File: config.mk
export PLATFORM = sky130hd
export DESIGN_NAME = tone_guard_validator
export DESIGN_NICKNAME = d
export VERILOG_FILES = /design/src/rtl/tgv_pkg.sv /design/src/rtl/tgv_sync.sv /design/src/rtl/tgv_run_counter.sv /design/src/rtl/tone_guard_validator.sv
export SDC_FILE = /design/constraint.sdc
export NUM_CORES = 1
export LEC_CHECK = 0
export ABC_CLOCK_PERIOD_IN_PS = 3000
export CAP_MARGIN = 20
export CORE_AREA = 4 4 41 43
export CTS_BUF_LIST = sky130_fd_sc_hd__clkbuf_4 sky130_fd_sc_hd__clkbuf_8 sky130_fd_sc_hd__clkbuf_16
export DETAILED_ROUTE_END_ITERATION = 6
export DIE_AREA = 0 0 45 47
export GPL_TIMING_DRIVEN = 0
export PLACE_DENSITY = 0.47
export SLEW_MARGIN = 20
export SYNTH_ARGS = -nofsm -noshare
export SYNTH_HDL_FRONTEND = slang
export SYNTH_SLANG_ARGS = --single-unit
File: constraint.sdc
create_clock -name clk -period 3 [get_ports clk]
set_input_delay 0.3 -clock clk [delete_from_list [all_inputs] [get_ports clk]]
set_output_delay 0.3 -clock clk [all_outputs]
set_load 0.005 [all_outputs]
File: src/rtl/tgv_pkg.sv
package tgv_pkg;
  typedef enum logic {
    ST_WAIT = 1'b0,
    ST_HELD = 1'b1
  } steer_state_t;
endpackage

File: src/rtl/tgv_sync.sv
module tgv_sync #(
  parameter int STAGES = 2
) (
  input  logic clk,
  input  logic rst,
  input  logic d,
  output logic q
);
  logic [STAGES-1:0] chain_q;

  genvar g;
  generate
    for (g = 0; g < STAGES; g++) begin : g_stage
      if (g == 0) begin : g_first
        always_ff @(posedge clk) begin
          if (rst) chain_q[0] <= 1'b0;
          else     chain_q[0] <= d;
        end
      end else begin : g_next
        always_ff @(posedge clk) begin
          if (rst) chain_q[g] <= 1'b0;
          else     chain_q[g] <= chain_q[g-1];
        end
      end
    end
  endgenerate

  assign q = chain_q[STAGES-1];
endmodule

File: src/rtl/tgv_run_counter.sv
module tgv_run_counter #(
  parameter int CW = 5
) (
  input  logic          clk,
  input  logic          rst,
  input  logic          clr,
  input  logic          tick,
  input  logic [CW-1:0] limit,
  output logic          done
);
  logic [CW-1:0] cnt_q;
  logic          at_last;

  assign at_last = (cnt_q == (limit - 1'b1));
  assign done    = tick && !clr && at_last;

  always_ff @(posedge clk) begin
    if (rst || clr) begin
      cnt_q <= '0;
    end else if (tick) begin
      if (at_last) cnt_q <= '0;
      else         cnt_q <= cnt_q + 1'b1;
    end
  end
endmodule

File: src/rtl/tone_guard_validator.sv
module tone_guard_validator #(
  parameter int ACC_MS      = 30,
  parameter int REL_MS      = 30,
  parameter int SYNC_STAGES = 2
) (
  input  logic clk,
  input  logic rst,
  input  logic ms_tick,
  input  logic pwdn,
  input  logic tone_raw,
  output logic digit_valid,
  output logic digit_accept
);
  import tgv_pkg::*;

  localparam int MAX_MS = (ACC_MS > REL_MS) ? ACC_MS : REL_MS;
  localparam int CW     = $clog2(MAX_MS + 1);
  localparam logic [CW-1:0] ACC_LIM = CW'(ACC_MS);
  localparam logic [CW-1:0] REL_LIM = CW'(REL_MS);

  steer_state_t  state_q;
  logic          tone_s;
  logic          opposing;
  logic [CW-1:0] limit;
  logic          expire;
  logic          accept_q;

  tgv_sync #(.STAGES(SYNC_STAGES)) u_sync (
    .clk (clk),
    .rst (rst),
    .d   (tone_raw),
    .q   (tone_s)
  );

  // The count runs only while the synchronized level disagrees with the flag.
  assign opposing = (state_q == ST_HELD) ? !tone_s : tone_s;
  assign limit    = (state_q == ST_HELD) ? REL_LIM : ACC_LIM;

  tgv_run_counter #(.CW(CW)) u_cnt (
    .clk   (clk),
    .rst   (rst),
    .clr   (pwdn || !opposing),
    .tick  (ms_tick),
    .limit (limit),
    .done  (expire)
  );

  always_ff @(posedge clk) begin
    if (rst || pwdn) begin
      state_q  <= ST_WAIT;
      accept_q <= 1'b0;
    end else begin
      accept_q <= expire && (state_q == ST_WAIT);
      if (expire) state_q <= (state_q == ST_WAIT) ? ST_HELD : ST_WAIT;
    end
  end

  assign digit_valid  = (state_q == ST_HELD);
  assign digit_accept = accept_q;
endmodule

==> summary.txt, run 1 <==
Status
  – Result of the run: completed

GRT
  – Pin count of the biggest net entering global routing: 8
  – Number of antenna violations at the first check in global routing: 0
  – Global routing usage summed across all routing layers: 5.556%
  – Grt ovf: 0
  – Number of global-route vias before repair: around 210
  – Global-route wire length before repair: 779 µm

Pwr
  – Pleak: ~0.18 nW
  – Worst IR drop on VDD: around 190 µV
  – Power density over the cells: 489.6 mW/mm²

Floorplanning
  – # rows: 13
  – Die Footprint: 0.002115 mm²
  – Width of the die: roughly 45 µm
  – Height of the die: 47 µm
  – Number of I/O pins: 7
  – Effective utilization at floorplan: 29.23%
  – CORE AREA: 0.001301 mm²

Cells and area
  – Layout area overhead: 25.99%
  – Proportion of layout cells with a drive suffix above 1: approximately a fifth
  – Post-route core utilization: 36.83%
  – Fill cell total of the finished layout: about 140
  – Final-stage net count: 55
  – Diodes inserted: 0

STA
  – Unrepaired setup endpoints after global routing: no
  – Worst slew pin tran: 290.5 ps
  – Headroom to the max-slew limit: 80.58%
  – Worst Hold Margin: 285.0 ps
  – Post-route clock period utilization: 48.22%
  – Final clock skew: 3.387 ps
  – Maximum frequency from static timing analysis: 691.3 MHz
  – Final setup violation count: 0
  – Number of slew-limit violations in the final report: 0
  – Total count of hold-check failures in the final report: 0
  – Minimum period implied by the final worst setup slack: 1447 ps
  – Final TNS setup: 0 ps

Worst setup path
  – Nature of the critical path endpoint: output pin
  – RR Startpoint: u_cnt.cnt_q[1]$_SDFFE_PP0P_
  – Required time of the critical path: 2700 ps
  – Crit path DAT: 1150 ps
  – Crit path cell chain: clkdlybuf4s50_1
  – Worst path bufs/invs: 1
  – Crit Path Category: register to output pin
  – Reg-to-reg critical path endpoint: u_cnt.cnt_q[1]$_SDFFE_PP0P_
  – Delay of the slowest cell on the worst path: 520 ps
  – Internal reg-to-reg setup slack: between 1500 and 2000 ps
  – Type of origin of the critical path: register
  – Worst-case reg-to-reg path depth: 5
  – Peak fanout along the critical path: 4
  – Cell family with most CP delay: buffers and inverters
  – Crit path max-delay cell type: sky130_fd_sc_hd__clkdlybuf4s50_1

CTS
  – Clock Latency Late Sink: around 260 ps
  – Number of buffers created by CTS: 3
  – TritonCTS Sinks: 9
  – Number of H-tree levels: 1
  – Buffers inserted by post-CTS timing repair: 0
  – Clock tree from TritonCTS: yes
  – Number of buffers inserted for hold repair after clock tree synthesis: 0
  – Clock-pin slew reported for the worst setup and hold paths after clock tree synthesis: 60 ps
  – Clock Tree Root: sky130_fd_sc_hd__clkbuf_4
  – Clock Path Buffers: 2
  – Post_cts resized: 0

Placement
  – Routability-driven placement congestion ratio: ~0.72
  – Number of port buffers: 5

Logic synthesis
  – Combined area of all synthesized cells: 380.4 µm²
  – Synth cell types: 16
  – Count of flip-flops with a built-in enable after synthesis: 0
  – Share of flip-flops with an asynchronous set or reset after synthesis: 0%
  – Library cell with the largest summed area after synthesis: sky130_fd_sc_hd__dfxtp_1
  – Number of cells produced by synthesis: 38
  – Number of nets produced by synthesis: 45
  – Sequential share of the synthesized area: a little under half
  – Most common flop cell mapped by yosys: sky130_fd_sc_hd__dfxtp_1
  – Commonest cells in the synthesized netlist: sky130_fd_sc_hd__dfxtp_1, sky130_fd_sc_hd__nor2_1, sky130_fd_sc_hd__nand2_1, sky130_fd_sc_hd__xor2_1
  – Number of register bits inferred by synthesis: 9
  – Most repeated cell in the gate-level netlist after synthesis: sky130_fd_sc_hd__dfxtp_1
  – Top cells by area, synth: sky130_fd_sc_hd__dfxtp_1, sky130_fd_sc_hd__xor2_1, sky130_fd_sc_hd__ha_1
  – Post-synth top area share: 47.37%
  – Yosys warning count: 0
  – Average instance area after synthesis: 10.01 µm²

Worst hold path
  – Worst hold start: ms_tick
  – Hold Path Depth: 2
  – Type of the tightest min-delay check: input port to register
  – Endpoint of the worst hold path: u_cnt.cnt_q[1]$_SDFFE_PP0P_

Routing
  – DR pass1 iterations: 1
  – Drt via density: about 4.3
  – Detailed-route DRC error count: 0
  – Detailed-route wire length per cell: 8.694 µm
  – Routed via count: between 200 and 300
  – Routed wire length: 539 µm
  – Violation count after the first detailed-routing iteration: 0
  – Antenna violation net count after detailed routing: 0

Job
  – Total of max-cap violations: 0
==> worst register-to-register path, cell delays in order (launching register included) <==
cell                       delay, ps
sky130_fd_sc_hd__dfxtp_1         370
sky130_fd_sc_hd__inv_1            60
sky130_fd_sc_hd__ha_1            170
sky130_fd_sc_hd__nand3_1         110
sky130_fd_sc_hd__o211ai_2        150
sky130_fd_sc_hd__a211oi_2        230
==> state kept, by name (all words and copies together) (netlist names) <==
name            cells
u_cnt.cnt_q         5
digit_accept        1
digit_valid         1
u_sync.chain_q      1
u_sync.q            1
==> cells by family (layout without fill, tap and decap cells) <==
kind of cell / count (synthesis) / in the layout / synth area share (%)
buffers and inverters: 2 / 11 / 2.960
DFF: 9 / 9 / 47.37
AOI/OAI and AO/OA: 2 / 2 / 6.578
and+or+nand+nor: 17 / 17 / 22.37
muxes: 1 / 1 / 2.632
adders and majority gates: 2 / 2 / 6.578
xor gates and xnor gates: 5 / 5 / 11.51
==> layout by cell type, fill, tap and decap left out <==
cell / n
sky130_fd_sc_hd__dfxtp_1: 9
sky130_fd_sc_hd__nor2_1: 6
sky130_fd_sc_hd__clkdlybuf4s50_1: 5
sky130_fd_sc_hd__nand2_1: 4
sky130_fd_sc_hd__xor2_1: 4
sky130_fd_sc_hd__clkbuf_4: 4
sky130_fd_sc_hd__nor2b_1: 2
sky130_fd_sc_hd__nand4_1: 2
sky130_fd_sc_hd__ha_1: 2
sky130_fd_sc_hd__inv_1: 1
sky130_fd_sc_hd__buf_4: 1
sky130_fd_sc_hd__nand3_1: 1
sky130_fd_sc_hd__nor2_2: 1
sky130_fd_sc_hd__and4b_2: 1
sky130_fd_sc_hd__o211ai_2: 1
sky130_fd_sc_hd__a211oi_2: 1
sky130_fd_sc_hd__xnor2_1: 1
sky130_fd_sc_hd__mux2i_1: 1
==> layer usage <==
metal	track usage, %	part of all wire (%)	vias up
met4	7.018	0	0
met2	7.062	45	6
met1	6.221	47	115
met3	2.299	7.8	0
li1	-	-	144
met5	0	0	-
==> per-stage QoR <==
step | total power, mW | std cells | area, µm² | setup slack, ps
4_1_cts | 0.2382 | 62 | 479.2 | 1536
3_5_place_dp | 0.1359 | 58 | 449.2 | 1555
2_1_floorplan | 0.1305 | 38 | 380.4 | 1959
3_3_place_gp | 0.1354 | 58 | 449.2 | 1623
6_report | 0.2346 | 62 | 479.2 | 1553
5_1_grt | 0.2414 | 62 | 479.2 | 1503
==> worst max path at each step <==
stage	cells after the start	slack, ps	start	to
2_1_floorplan	5	1960	u_cnt.cnt_q[1]$_SDFFE_PP0P_	u_cnt.cnt_q[1]$_SDFFE_PP0P_
3_3_place_gp	4	1620	rst	u_cnt.cnt_q[1]$_SDFFE_PP0P_
3_5_place_dp	4	1550	rst	u_cnt.cnt_q[1]$_SDFFE_PP0P_
4_1_cts	1	1540	digit_valid$_SDFFE_PP0P_	digit_valid
5_1_grt	1	1500	digit_valid$_SDFFE_PP0P_	digit_valid
6_report	1	1550	digit_valid$_SDFFE_PP0P_	digit_valid
==> final cells by class <==
type / instances / area [µm²] / share of cell area [%]
multi-input cells: 27 / 188.9 / 39.43
flip-flops and latches: 9 / 180.2 / 37.60
repair buffers: 5 / 50.05 / 10.44
clock buffers: 4 / 30.03 / 6.266
well taps: 15 / 18.77 / 3.916
plain buffers: 1 / 7.507 / 1.567
inverters: 1 / 3.754 / 0.7833
==> power by group <==
group,internal [mW],switching (mW)
Combinational,0.00660,0.00476
Sequential,0.121,0.000758
Clock,0.0602,0.0413
Note: power is estimated with default switching activity, not from simulation.
==> run 2: changes to the inputs <==
- ABC_CLOCK_PERIOD_IN_PS: 3000 -> 1300
- PLACE_DENSITY: 0.47 -> 0.49
- clock period: 3 -> 1.3 ns (I/O delays scaled with it)
==> summary.txt, run 2 (synthesis gave the netlist of run 1 again) <==
CTS
  – Clock-pin slew reported for the worst setup and hold paths after clock tree synthesis: 60 ps (about the same)
  – Clock Path Buffers: 2 (unchanged)
  – Number of buffers inserted for hold repair after clock tree synthesis: 0 (unchanged)
  – Post_cts resized: 1 (was 0)
  – Number of buffers created by CTS: 3 (unchanged)
  – Buffers inserted by post-CTS timing repair: 0 (unchanged)
  – Clock Tree Root: sky130_fd_sc_hd__clkbuf_4 (unchanged)
  – Clock tree from TritonCTS: yes (unchanged)
  – Number of H-tree levels: 1 (unchanged)
  – Clock Latency Late Sink: 260 ps (about the same)
  – TritonCTS Sinks: 9 (unchanged)

Worst setup path
  – Type of origin of the critical path: register (unchanged)
  – Crit path DAT: 1120 ps (was 1150 ps)
  – Launching element of the worst setup path: digit_valid$_SDFFE_PP0P_ (unchanged)
  – Crit Path Category: register to output pin (unchanged)
  – Delay of the slowest cell on the worst path: 500 ps (was 520 ps)
  – Required time of the critical path: 1170 ps (was 2700 ps)
  – Crit path max-delay cell type: sky130_fd_sc_hd__clkdlybuf4s50_1 (unchanged)
  – Nature of the critical path endpoint: output pin (unchanged)
  – Crit path cell chain: clkdlybuf4s50_1 (unchanged)
  – Peak fanout along the critical path: 4 (unchanged)
  – Worst path bufs/invs: 1 (unchanged)
  – Worst-case reg-to-reg path depth: 4 (was 5)
  – RR Startpoint: u_cnt.cnt_q[0]$_SDFFE_PP0P_ (was u_cnt.cnt_q[1]$_SDFFE_PP0P_)
  – Cell family with most CP delay: buffers and inverters (unchanged)
  – Number of stages on the worst setup path: 1 (unchanged)

Floorplanning
  – Die Footprint: 0.002115 mm² (unchanged)
  – Effective utilization at floorplan: 29.23% (unchanged)
  – # rows: 13 (unchanged)
  – Width of the die: 45 µm (unchanged)
  – Number of I/O pins: 7 (unchanged)
  – CORE AREA: 0.001301 mm² (unchanged)
  – Height of the die: 47 µm (unchanged)

Pwr
  – Pleak: 0.1814 nW (was 0.1808 nW)
  – Worst IR drop on VDD: 497.3 µV (was 187.1 µV)
  – Power density over the cells: 1127 mW/mm² (was 489.6 mW/mm²)

Cells and area
  – Diodes inserted: 0 (unchanged)
  – Largest register FFs: 5 (unchanged)
  – Final-stage net count: 55 (unchanged)
  – Cell Count, Final, Fillers Out: 62 (unchanged)
  – Proportion of layout cells with a drive suffix above 1: 21.28% (was 19.15%)
  – Commonest non-fill, non-tap cells in the layout: sky130_fd_sc_hd__dfxtp_1, sky130_fd_sc_hd__nor2_1, sky130_fd_sc_hd__clkdlybuf4s50_1 (unchanged)
  – Register ranked first by flip-flop count: u_cnt.cnt_q (unchanged)
  – Post-route core utilization: 36.92% (was 36.83%)
  – Layout area overhead: 26.32% (was 25.99%)
  – Leading cell type in the layout, fill and taps excluded: sky130_fd_sc_hd__dfxtp_1 (unchanged)

Status
  – Result of the run: completed (unchanged)

STA
  – Worst slew pin tran: 292.4 ps (was 290.5 ps)
  – Minimum period implied by the final worst setup slack: 1245 ps
  – Maximum frequency from static timing analysis: 803.2 MHz
  – Final setup violation count: 0 (unchanged)
  – Final clock skew: 8.086 ps (was 3.387 ps)
  – Total count of hold-check failures in the final report: 0 (unchanged)
  – Number of slew-limit violations in the final report: 0 (unchanged)
  – Unrepaired setup endpoints after global routing: no (unchanged)
  – Headroom to the max-slew limit: 80.45% (was 80.58%)
  – Final TNS setup: 0 ps (unchanged)
  – Post-route clock period utilization: 95.77%

Routing
  – Drt via density: 4.597 (was 4.274)
  – Antenna violation net count after detailed routing: 0 (unchanged)
  – Routed via count: 285 (was 265)
  – DR pass1 iterations: 4 (was 1)
  – Detailed-route DRC error count: 0 (unchanged)
  – Detailed-route wire length per cell: 9.403 µm (was 8.694 µm)
  – Routed wire length: 583 µm (was 539 µm)
  – Violation count after the first detailed-routing iteration: 1 (was 0)

GRT
  – Global routing usage summed across all routing layers: 7.143% (was 5.556%)
  – Grt ovf: 0 (unchanged)
  – Pin count of the biggest net entering global routing: 8 (unchanged)
  – Number of global-route vias before repair: 258 (was 207)
  – Number of antenna violations at the first check in global routing: 0 (unchanged)
  – Global-route wire length before repair: 966 µm (was 779 µm)

Placement
  – Post-DP HPWL: 474 µm
  – Inst Count DP: 58 (unchanged)
  – Routability-driven placement congestion ratio: 0.6353 (was 0.7245)
  – Number of port buffers: 5 (unchanged)

Job
  – Total of max-cap violations: 0 (unchanged)

Worst hold path
  – Type of the tightest min-delay check: input port to register (unchanged)
  – Worst hold start: ms_tick (unchanged)
  – Hold Path Depth: 2 (unchanged)
[run 2: final timing paths]
path / end / slack, ps
worst max-delay path: digit_valid / 50
worst min-delay path: u_cnt.cnt_q[1]$_SDFFE_PP0P_ / 120
worst max register to register: u_cnt.cnt_q[0]$_SDFFE_PP0P_ / 130
worst min register to register: u_sync.q$_SDFF_PP0_ / 430
[run 2: cell type report]
cell class / instances / area, µm²
fill: 139 / 820.8
multi-input combinational: 27 / 188.9
sequential: 9 / 181.4
timing repair buffer: 5 / 50.05
clock buffer: 4 / 30.03
tap: 15 / 18.77
buffer: 1 / 7.507
inverter: 1 / 3.754
[run 2: power by group]
part	leakage (nW)	total [mW]	switching, mW	internal, mW
clock	0.0184	0.234	0.0955	0.139
combinational	0.0895	0.0262	0.0109	0.0152
sequential	0.0734	0.281	0.00172	0.279
[run 2: stage by stage]
stage / worst slack [ps] / hold WS [ps] / power (mW) / instance area, µm²
2_1_floorplan: 259.3 / 201.6 / 0.3010 / 380.4
3_3_place_gp: 75.66 / 377.4 / 0.3129 / 449.2
3_5_place_dp: 33.34 / 383.0 / 0.3134 / 449.2
4_1_cts: 39.30 / 105.0 / 0.5512 / 480.5
5_1_grt: 14.76 / 103.5 / 0.5672 / 480.5
6_report: 54.96 / 115.1 / 0.5415 / 480.5
[run 2: per-layer routing]
| layer | global-route usage [%] | up-vias | wire (µm) |
|---|---|---|---|
| li1 | - | 144 | - |
| met1 | 7.604 | 129 | 250 |
| met2 | 8.475 | 10 | 264 |
| met3 | 6.897 | 2 | 61 |
| met4 | 5.263 | 0 | 7 |
| met5 | 0 | - | 0 |
==> run 3: changes to the inputs <==
- RECOVER_POWER: unset -> 50
==> summary.txt, run 3 (synthesis gave the netlist of run 1 again) <==
Worst setup path
  – Crit path max-delay cell type: sky130_fd_sc_hd__clkdlybuf4s50_1 (unchanged)
  – Worst-case reg-to-reg path depth: 4 (unchanged)
  – Delay of the slowest cell on the worst path: 500 ps (about the same)
  – Nature of the critical path endpoint: output pin (unchanged)
  – Internal reg-to-reg setup slack: 130 ps (about the same)
  – Crit path DAT: 1120 ps (about the same)
  – Crit path cell chain: clkdlybuf4s50_1 (unchanged)
  – Type of origin of the critical path: register (unchanged)
  – Required time of the critical path: 1170 ps (about the same)
  – RR Startpoint: u_cnt.cnt_q[0]$_SDFFE_PP0P_ (unchanged)
  – Peak fanout along the critical path: 4 (unchanged)
  – Reg-to-reg critical path endpoint: u_cnt.cnt_q[0]$_SDFFE_PP0P_ (unchanged)
  – Crit Path Category: register to output pin (unchanged)
  – Cell family with most CP delay: buffers and inverters (unchanged)
  – Worst path bufs/invs: 1 (unchanged)

GRT
  – Grt ovf: 0 (unchanged)
  – GR Util met2: 8.475% (unchanged)
  – Number of global-route vias before repair: 258 (unchanged)
  – Number of antenna violations at the first check in global routing: 0 (unchanged)
  – Global-route wire length before repair: 966 µm (unchanged)
  – Pin count of the biggest net entering global routing: 8 (unchanged)
  – Top Usage Layer GRT: met2 (unchanged)
  – Global routing usage summed across all routing layers: 7.143% (unchanged)
  – Met1 demand-to-capacity share in global routing: 7.604% (unchanged)
  – Global-route track usage on met3: 6.897% (unchanged)

Cells and area
  – Final-stage net count: 55 (unchanged)
  – Fill cell total of the finished layout: 139 (unchanged)
  – Layout area overhead: 26.32% (unchanged)
  – Diodes inserted: 0 (unchanged)
  – Leading cell type in the layout, fill and taps excluded: sky130_fd_sc_hd__dfxtp_1 (unchanged)
  – Area of the multi-input gates: 188.9 µm² (unchanged)
  – Commonest non-fill, non-tap cells in the layout: sky130_fd_sc_hd__dfxtp_1, sky130_fd_sc_hd__nor2_1 (was sky130_fd_sc_hd__dfxtp_1, sky130_fd_sc_hd__nor2_1, sky130_fd_sc_hd__clkdlybuf4s50_1)
  – Proportion of layout cells with a drive suffix above 1: 21.28% (unchanged)
  – FF/Latch Area: 181.4 µm² (unchanged)
  – Register ranked first by flip-flop count: u_cnt.cnt_q (unchanged)
  – Largest register FFs: 5 (unchanged)

CTS
  – Number of H-tree levels: 1 (unchanged)
  – Clock tree from TritonCTS: yes (unchanged)
  – Clock Latency Late Sink: 260 ps (about the same)
  – TritonCTS Sinks: 9 (unchanged)
  – Buffers inserted by post-CTS timing repair: 0 (unchanged)
  – Number of buffers created by CTS: 3 (unchanged)
  – Clock Path Buffers: 2 (unchanged)
  – Clock Tree Root: sky130_fd_sc_hd__clkbuf_4 (unchanged)
  – Number of buffers inserted for hold repair after clock tree synthesis: 0 (unchanged)
  – Clock-pin slew reported for the worst setup and hold paths after clock tree synthesis: 60 ps (about the same)

STA
  – Worst slew pin tran: 292.4 ps (unchanged)
  – Minimum period implied by the final worst setup slack: 1245 ps (unchanged)
  – Unrepaired setup endpoints after global routing: no (unchanged)
  – Final TNS setup: 0 ps (unchanged)
  – Final setup violation count: 0 (unchanged)
  – Total count of hold-check failures in the final report: 0 (unchanged)
  – Post-route clock period utilization: 95.77% (unchanged)
  – Maximum frequency from static timing analysis: 803.2 MHz (unchanged)
  – Final clock skew: 8.086 ps (unchanged)
  – Headroom to the max-slew limit: 80.45% (unchanged)
  – Number of slew-limit violations in the final report: 0 (unchanged)

Routing
  – Violation count after the first detailed-routing iteration: 1 (unchanged)
  – Drt via density: 4.597 (unchanged)
  – Antenna violation net count after detailed routing: 0 (unchanged)
  – Detailed-route wire length per cell: 9.403 µm (unchanged)
  – Detailed-route DRC error count: 0 (unchanged)
  – DR pass1 iterations: 4 (unchanged)
  – Routed wire length: 583 µm (unchanged)
  – Routed via count: 285 (unchanged)

Worst hold path
  – Worst hold start: ms_tick (unchanged)
  – Endpoint of the worst hold path: u_cnt.cnt_q[1]$_SDFFE_PP0P_ (unchanged)
  – Type of the tightest min-delay check: input port to register (unchanged)
  – Hold Path Depth: 2 (unchanged)

Status
  – Result of the run: completed (unchanged)

Pwr
  – Pleak: 0.1816 nW (was 0.1814 nW)
  – Power density over the cells: 1126 mW/mm² (was 1127 mW/mm²)
  – Net Sw Frac: 19.99% (was 19.96%)
  – Worst IR drop on VDD: 494.6 µV (was 497.3 µV)
  – Share of power burned in the clock network: 43.4% (was 43.3%)
  – Total Power Consumption: 540.9 µW (was 541.5 µW)
  – Relative contribution of sequential cells to total power: 51.9% (about the same)
  – Psw: 108.1 µW (unchanged)
  – Internal power summed over all cells: 432.8 µW (was 433.4 µW)
  – Comb power frac: 4.7% (was 4.8%)

Placement
  – Post-DP HPWL: 474 µm (unchanged)
  – Routability-driven placement congestion ratio: 0.6353 (unchanged)
  – Number of port buffers: 5 (unchanged)

Floorplanning
  – Die Footprint: 0.002115 mm² (unchanged)
  – # rows: 13 (unchanged)
  – Number of I/O pins: 7 (unchanged)
  – Width of the die: 45 µm (unchanged)
  – CORE AREA: 0.001301 mm² (unchanged)
  – Height of the die: 47 µm (unchanged)
  – Effective utilization at floorplan: 29.23% (unchanged)

Job
  – Total of max-cap violations: 0 (unchanged)
## run 3: cell count changes in the layout (fill, tap and decap cells not counted)
cell and delta:
sky130_fd_sc_hd__dlygate4sd3_1 +1, sky130_fd_sc_hd__clkdlybuf4s50_1 -1
## run 3: final cells by class
class                      count  area share (%)
timing repair buffer           5           10.42
inverter                       1          0.7812
multi-input combinational     27           39.32
buffer                         1           1.562
sequential                     9           37.76
tap                           15           3.906
clock buffer                   4           6.250
## run 3: per-layer routing
| layer | wire length (µm) | share of wire (%) |
|---|---|---|
| met5 | 0 | 0 |
| met1 | 250 | 43 |
| met3 | 61 | 10 |
| met2 | 264 | 45 |
| met4 | 7 | 1.2 |
## run 3: worst max-delay path by stage
stage,startpoint,depth (start not counted),to
5_1_grt,digit_valid$_SDFFE_PP0P_,1,digit_valid
6_report,digit_valid$_SDFFE_PP0P_,1,digit_valid
2_1_floorplan,u_cnt.cnt_q[1]$_SDFFE_PP0P_,5,u_cnt.cnt_q[1]$_SDFFE_PP0P_
3_3_place_gp,rst,4,u_cnt.cnt_q[1]$_SDFFE_PP0P_
3_5_place_dp,rst,4,u_cnt.cnt_q[1]$_SDFFE_PP0P_
4_1_cts,digit_valid$_SDFFE_PP0P_,1,digit_valid
## run 3: through the flow
| stage | hold slack [ps] | instance area, µm² | util, % | instances | worst slack (ps) |
|---|---|---|---|---|---|
| finish | 115.1 | 480.5 | 36.92 | 62 | 54.96 |
| detailed placement | 383.0 | 449.2 | 34.52 | 58 | 33.34 |
| CTS | 105.0 | 480.5 | 36.92 | 62 | 39.30 |
| global route | 103.5 | 480.5 | 36.92 | 62 | 14.76 |
| global placement | 377.4 | 449.2 | 34.52 | 58 | 75.66 |
| floorplan | 201.6 | 380.4 | - | 38 | 259.3 |
## run 3: power by group through the flow
| stage | combinational [mW] | clock (mW) | sequential, mW |
|---|---|---|---|
| 2_1_floorplan | 0.0143 | 0 | 0.287 |
| 3_3_place_gp | 0.0259 | 0 | 0.287 |
| 3_5_place_dp | 0.0263 | 0 | 0.287 |
| 4_1_cts | 0.0265 | 0.244 | 0.281 |
| 5_1_grt | 0.0282 | 0.257 | 0.281 |
| 6_report | 0.0255 | 0.234 | 0.281 |
## run 3: repair_timing
action,4_1_cts,5_1_grt
resized for setup,1,0
endpoints found under the hold margin,0,0
endpoints found under the setup margin,1,0
